File: src/rtl/rfl_pkg.sv
package rfl_pkg;
    typedef enum logic [1:0] {
        CLS_INT = 2'b00,
        CLS_FP  = 2'b01,
        CLS_CC  = 2'b10,
        CLS_BAD = 2'b11
    } rfl_cls_e;

    localparam int NUM_CLS = 3;
endpackage

File: src/rtl/rfl_cls_dec.sv
module rfl_cls_dec
    import rfl_pkg::*;
(
    input  logic       vld,
    input  logic [1:0] cls,
    output logic [2:0] hit,
    output logic       bad
);
    always_comb begin
        hit = 3'b000;
        bad = 1'b0;
        if (vld) begin
            case (rfl_cls_e'(cls))
                CLS_INT: hit = 3'b001;
                CLS_FP:  hit = 3'b010;
                CLS_CC:  hit = 3'b100;
                default: bad = 1'b1;
            endcase
        end
    end
endmodule

File: src/rtl/rfl_pool.sv
module rfl_pool #(
    parameter int DEPTH = 16,
    parameter int RSV   = 8,
    parameter int TAG_W = 4,
    parameter int CNT_W = 5,
    localparam int PTR_W = (DEPTH > 1) ? $clog2(DEPTH) : 1,
    localparam int INIT  = DEPTH - RSV
) (
    input  logic             clk,
    input  logic             rst_n,
    input  logic             pop,
    input  logic             push,
    input  logic [TAG_W-1:0] push_tag,
    output logic             pop_ok,
    output logic             push_drop,
    output logic [TAG_W-1:0] head_tag,
    output logic [CNT_W-1:0] count
);
    localparam logic [CNT_W-1:0] FULL = CNT_W'(DEPTH);

    typedef struct packed {
        logic [DEPTH-1:0][TAG_W-1:0] slot;
        logic [PTR_W-1:0]            rd;
        logic [PTR_W-1:0]            wr;
        logic [CNT_W-1:0]            cnt;
    } pool_t;

    pool_t st_q, st_d;
    logic  push_ok;

    function automatic logic [PTR_W-1:0] ptr_inc(logic [PTR_W-1:0] p);
        return (p == PTR_W'(DEPTH - 1)) ? '0 : p + 1'b1;
    endfunction

    function automatic pool_t preload();
        pool_t s;
        s = '0;
        for (int i = 0; i < DEPTH; i++) begin
            if (i < INIT) s.slot[i] = TAG_W'(RSV + i);
        end
        s.rd  = '0;
        s.wr  = (INIT >= DEPTH) ? '0 : PTR_W'(INIT);
        s.cnt = CNT_W'(INIT);
        return s;
    endfunction

    always_comb begin
        pop_ok    = pop && (st_q.cnt != '0);
        push_ok   = push && ((st_q.cnt != FULL) || pop_ok);
        push_drop = push && !push_ok;
        st_d      = st_q;
        if (pop_ok) st_d.rd = ptr_inc(st_q.rd);
        if (push_ok) begin
            st_d.slot[st_q.wr] = push_tag;
            st_d.wr            = ptr_inc(st_q.wr);
        end
        if (push_ok && !pop_ok)      st_d.cnt = st_q.cnt + 1'b1;
        else if (pop_ok && !push_ok) st_d.cnt = st_q.cnt - 1'b1;
    end

    always_ff @(posedge clk) begin
        if (!rst_n) st_q <= preload();
        else        st_q <= st_d;
    end

    assign head_tag = st_q.slot[st_q.rd];
    assign count    = st_q.cnt;


    no_overflow_chk: assert property (@(posedge clk) disable iff (!rst_n)
        (push && !pop && st_q.cnt == FULL) |=> (st_q.cnt == FULL));


    empty_hold_chk: assert property (@(posedge clk) disable iff (!rst_n)
        (pop && !push && st_q.cnt == '0) |=> (st_q.cnt == '0));


    same_cycle_chk: assert property (@(posedge clk) disable iff (!rst_n)
        (pop && push && st_q.cnt != '0) |=> $stable(st_q.cnt));
endmodule

File: src/rtl/phys_reg_free_list.sv
module phys_reg_free_list
    import rfl_pkg::*;
#(
    parameter int NUM_INT = 16,
    parameter int NUM_FP  = 16,
    parameter int NUM_CC  = 8,
    parameter int RSV_INT = 8,
    parameter int RSV_FP  = 8,
    parameter int RSV_CC  = 2,
    localparam int MAX_N  = (NUM_INT > NUM_FP) ? ((NUM_INT > NUM_CC) ? NUM_INT : NUM_CC)
                                               : ((NUM_FP > NUM_CC) ? NUM_FP : NUM_CC),
    localparam int TAG_W  = (MAX_N > 1) ? $clog2(MAX_N) : 1,
    localparam int CNT_W  = $clog2(MAX_N + 1)
) (
    input  logic             clk,
    input  logic             rst_n,
    input  logic             alloc_req,
    input  logic [1:0]       alloc_cls,
    output logic             alloc_ok,
    output logic [TAG_W-1:0] alloc_tag,
    input  logic             rel_vld,
    input  logic [1:0]       rel_cls,
    input  logic [TAG_W-1:0] rel_tag,
    output logic [2:0]       free_any,
    output logic [CNT_W-1:0] cnt_int,
    output logic [CNT_W-1:0] cnt_fp,
    output logic [CNT_W-1:0] cnt_cc,
    output logic             err_empty,
    output logic             err_class,
    output logic             err_overflow
);
    function automatic int depth_of(int c);
        return (c == 0) ? NUM_INT : (c == 1) ? NUM_FP : NUM_CC;
    endfunction

    function automatic int rsv_of(int c);
        return (c == 0) ? RSV_INT : (c == 1) ? RSV_FP : RSV_CC;
    endfunction

    typedef struct packed {
        logic empty;
        logic cls;
        logic ovf;
    } err_t;

    logic [2:0]       a_hit, r_hit;
    logic             a_bad, r_bad;
    logic [2:0]       granted, dropped;
    logic [TAG_W-1:0] head [NUM_CLS];
    logic [CNT_W-1:0] cnt  [NUM_CLS];
    err_t             err_q, err_d;

    rfl_cls_dec u_alloc_dec (.vld(alloc_req), .cls(alloc_cls), .hit(a_hit), .bad(a_bad));
    rfl_cls_dec u_rel_dec   (.vld(rel_vld),   .cls(rel_cls),   .hit(r_hit), .bad(r_bad));

    for (genvar g = 0; g < NUM_CLS; g++) begin : g_pool
        rfl_pool #(
            .DEPTH (depth_of(g)),
            .RSV   (rsv_of(g)),
            .TAG_W (TAG_W),
            .CNT_W (CNT_W)
        ) u_pool (
            .clk       (clk),
            .rst_n     (rst_n),
            .pop       (a_hit[g]),
            .push      (r_hit[g]),
            .push_tag  (rel_tag),
            .pop_ok    (granted[g]),
            .push_drop (dropped[g]),
            .head_tag  (head[g]),
            .count     (cnt[g])
        );
        assign free_any[g] = (cnt[g] != '0);
    end

    always_comb begin
        alloc_ok  = |granted;
        alloc_tag = '0;
        for (int c = 0; c < NUM_CLS; c++) begin
            if (a_hit[c]) alloc_tag = head[c];
        end
        err_d.empty = (|a_hit) && !alloc_ok;
        err_d.cls   = a_bad || r_bad;
        err_d.ovf   = |dropped;
    end

    always_ff @(posedge clk) begin
        if (!rst_n) err_q <= '0;
        else        err_q <= err_d;
    end

    assign cnt_int      = cnt[0];
    assign cnt_fp       = cnt[1];
    assign cnt_cc       = cnt[2];
    assign err_empty    = err_q.empty;
    assign err_class    = err_q.cls;
    assign err_overflow = err_q.ovf;


    bad_class_chk: assert property (@(posedge clk) disable iff (!rst_n)
        (rel_vld && rel_cls == 2'b11) |=> err_class);


    grant_nonempty_chk: assert property (@(posedge clk) disable iff (!rst_n)
        alloc_ok |-> (alloc_req && (|free_any)));


    bad_no_grant_chk: assert property (@(posedge clk) disable iff (!rst_n)
        (alloc_req && alloc_cls == 2'b11) |-> !alloc_ok);
endmodule

File: config.mk
export PLATFORM = sky130hd
export DESIGN_NAME = phys_reg_free_list
export DESIGN_NICKNAME = d
export VERILOG_FILES = /design/src/rtl/rfl_pkg.sv /design/src/rtl/rfl_cls_dec.sv /design/src/rtl/rfl_pool.sv /design/src/rtl/phys_reg_free_list.sv
export SDC_FILE = /design/constraint.sdc
export NUM_CORES = 1
export LEC_CHECK = 0
export BUFFER_PORTS_ARGS = -buffer_cell sky130_fd_sc_hd__buf_2
export CORE_UTILIZATION = 60
export CTS_BUF_LIST = sky130_fd_sc_hd__clkbuf_4 sky130_fd_sc_hd__clkbuf_8
export CTS_CLUSTER_SIZE = 40
export DETAILED_ROUTE_END_ITERATION = 6
export PLACE_DENSITY = 0.78
export SLEW_MARGIN = 20
export SYNTH_ARGS = -nofsm -noshare
export SYNTH_HDL_FRONTEND = slang
export SYNTH_SLANG_ARGS = --single-unit
File: constraint.sdc
create_clock -name clk -period 9.1 [get_ports clk]
set_input_delay 1.365 -clock clk [delete_from_list [all_inputs] [get_ports clk]]
set_output_delay 1.365 -clock clk [all_outputs]
set_load 0.05 [all_outputs]
==> reports/qor.yml <==
outcome: "complete, no violations"
core_sq_mm: 0.0152
ys_types: 49
cell_internal_pwr_mw: 1.27
p_switching_mw: 0.438
drive_gt1_share_pct: 15.2
r2r_slack_ns: 5.68
start_kind: "input port"
die_x_um: 127
finish.utilization_pct: 64.9
start_util_pct: 61.3
r2r-start: "g_pool[2].u_pool.count[0]"
drt_iter0_markers: 542
path_cells: "buf_2, or3b_4, a21oi_1, inv_1, nand3_1, buf_2"
clk_pin_slew_ns: 0.09
cp.required_ns: 7.74
r2r_cells: 10
clock_latency_ns: 0.47
antenna_cells: 0
synth-seq-area-share_pct: 43.0
post_cts_buffers: 0
hold_path.class: "reg -> reg"
path_class: "in -> out"
area_growth_pct: 5.90
worstSetupPathDepth: 6
tns_ns: 0
io_buffer_count: 37
fin_skew_ns: 0.0120
wl_per_cell_um: 17.4
synth_fp_nets: 992
cts.sinks: 200
startpoint: "alloc_cls[1]"
core.rowCount: 45
critical_path_buf_inv_count: 3
cp_top_family: "buffers and inverters"
postCtsHoldBufs: 0
irDropWorstVdd_v: 0.000104
cts_buffers: 17
firstDrtPassIters: 5
grt_pass1_vias: 6426
wl_mm: 19.8
post-route-period-util_pct: 46.5
cpPeakStageDelay_ns: 0.41
synth-main-ff-cell: "dfxtp_1"
slew_headroom_pct: 31.6
max_freq_mhz: 236
syn_area_sq_mm: 0.00931
drc: 0
worstMarginPinSlew_ns: 1.02
syn_avg_cell_area_sq_um: 9.80
yosys_warnings: 0
synthArstFlopShare_pct: 0
slowest_stage: "or3b_4"
dp_hpwl_mm: 13.4
cts-root-buf: "clkbuf_8"
grt_max_degree: 73
endpoint_kind: "output port"
setup_violations: 0
nets: 977
io_pins: 38
power.share.sequential_pct: 52.9
slew_violations: 0
synth_edf_count: 0
synthCells: 950
powerDensity_mw_per_mm2: 173
track_usage_pct: 26.2
fp.dieH_um: 127
antenna_found_initial: 0
cts_max_level: 4
cts_tree: "yes"
combPwrFrac_pct: 9.8
via_per_inst: 6.05
rsz0062_at_grt: "false"
crit_path_end: "alloc_ok"
crit-reg2reg-capture: "g_pool[2].u_pool.count[4]"
hold_viol: 0
post-route-min-period_ns: 4.24
ys_ff_latch: 200
grt_overflow: 0
drv_cap: 0
cts.path.max_buffers: 2
drtAntennaViolNets: 0
leakagePower_nw: 3.75
clockPowerShare_pct: 37.3
cp.arrival_ns: 2.87
gp_congestion: 0.789
cts_resized: 0
swShare_pct: 25.6
crit_top_cell: "buf_2"
crit_fanout: 9
die-area_sq_mm: 0.0160
num_vias: 6877
grt_pass1_wl_mm: 32.8
==> cell families after synthesis <==
| logic type | count (synthesis) | synth area share, % |
|---|---|---|
| XOR/XNOR | 14 | 1.32 |
| AO/OA/AOI/OAI | 190 | 11.6 |
| AND/OR/NAND/NOR | 319 | 18.5 |
| flip-flops | 200 | 43.0 |
| buffers and inverters | 94 | 4.84 |
| adder cells (fa/ha/maj) | 30 | 4.27 |
| multiplexers | 103 | 16.5 |
==> power groups by stage <==
stage	combinational [mW]	sequential [mW]	clock [mW]
after floorplan	0.146	0.918	0
after global placement	0.165	0.925	0
after detailed placement	0.167	0.925	0
after CTS	0.168	0.905	0.646
after global routing	0.184	0.908	0.682
final	0.168	0.905	0.637
==> cells in the final DEF (no fill, tap or decap), types with 4 or more instances in the layout <==
| cell | n |
|---|---|
| dfxtp_1 | 199 |
| nand3_1 | 137 |
| nand2_1 | 93 |
| o21ai_0 | 83 |
| mux2i_1 | 58 |
| o21ai_1 | 42 |
| mux4_2 | 40 |
| buf_2 | 36 |
| ha_1 | 27 |
| nor2b_1 | 21 |
| clkbuf_8 | 19 |
| inv_1 | 18 |
| a21oi_1 | 18 |
| o22ai_1 | 16 |
| nor2_1 | 10 |
| or3_1 | 9 |
| and2_1 | 9 |
| xor2_1 | 7 |
| a21boi_0 | 7 |
| xnor2_1 | 7 |
| nand3_2 | 6 |
| nand3_4 | 6 |
| nand2b_1 | 5 |
| nand3b_1 | 5 |
| a21o_1 | 5 |
| mux2_2 | 5 |
| buf_4 | 5 |
| o31ai_1 | 4 |
| nand4_4 | 4 |
| clkbuf_4 | 4 |
| bufinv_16 | 4 |
==> metrics by stage <==
step                hold slack (ns)  worst slack, ns  power, mW  instance area, sq um  std cells
detailed placement            0.450             4.65       1.09                  9400       1104
CTS                           0.463             4.66       1.72                  9860       1136
finish                        0.464             4.86       1.71                  9860       1136
global route                  0.479             4.78       1.77                  9860       1136
floorplan                     0.435             4.70       1.06                  9310        950
global placement              0.444             4.73       1.09                  9400       1104
==> cells in the mapped netlist (7+ instances only) <==
cell      instances  area share (%)
a21boi_0          7            0.56
a21oi_1          18            0.97
and2_1            9            0.60
buf_2             8            0.43
buf_4            15             1.2
clkbuf_1         46             1.9
dfxtp_1         200              43
ha_1             27             3.6
inv_1            18            0.73
mux2i_1          58             6.2
mux4_2           40             9.7
nand2_1          95             3.8
nand3_1         137             7.4
nor2_1           10            0.40
nor2b_1          21             1.4
o21ai_0          83             4.5
o21ai_1          42             2.3
o22ai_1          16             1.1
or3_1             9            0.60
xnor2_1           7            0.66
xor2_1            7            0.66
==> flip-flops by register name, indices dropped and copies added, names as in the netlist <==
| register | cells |
|---|---|
| err_class | 1 |
| g_pool.u_pool.count | 15 |
| g_pool.u_pool.st_q | 182 |
| err_empty | 1 |
| err_overflow | 1 |
==> metal layers <==
metal | share of wire [%] | up-vias | track usage (%) | wire, um
li1 | - | 3393 | - | -
met1 | 46 | 3283 | 34.8 | 9110
met2 | 47 | 162 | 42.4 | 9250
met3 | 4.2 | 39 | 4.09 | 839
met4 | 2.9 | 0 | 11.6 | 567
met5 | 0 | - | 0 | 0
==> cell type report <==
type | instances | area, sq um
Multi-Input combinational cell | 656 | 4870
Sequential cell | 200 | 4010
Timing Repair Buffer | 42 | 229
Fill cell | 1196 | 5340
Clock inverter | 9 | 164
Inverter | 18 | 67.6
Tap cell | 188 | 235
Clock buffer | 23 | 292
==> how the worst min path moves through the flow <==
stage	slack [ns]	cells after the start	startpoint	end
global placement	0.44	2	g_pool[0].u_pool.st_q[70]	g_pool[0].u_pool.st_q[70]
detailed placement	0.45	2	g_pool[0].u_pool.st_q[74]	g_pool[0].u_pool.st_q[74]
CTS	0.46	2	g_pool[0].u_pool.st_q[74]	g_pool[0].u_pool.st_q[74]
finish	0.46	2	g_pool[0].u_pool.st_q[37]	g_pool[0].u_pool.st_q[37]
global route	0.48	2	g_pool[0].u_pool.st_q[73]	g_pool[0].u_pool.st_q[73]
floorplan	0.44	2	g_pool[0].u_pool.st_q[37]	g_pool[0].u_pool.st_q[37]
==> worst min-delay path, stage by stage, from the launching register on <==
cell and delay (ns):
dfxtp_1 0.32, nand3_1 0.06, o21ai_1 0.05
(Power assumes the default switching activity.)
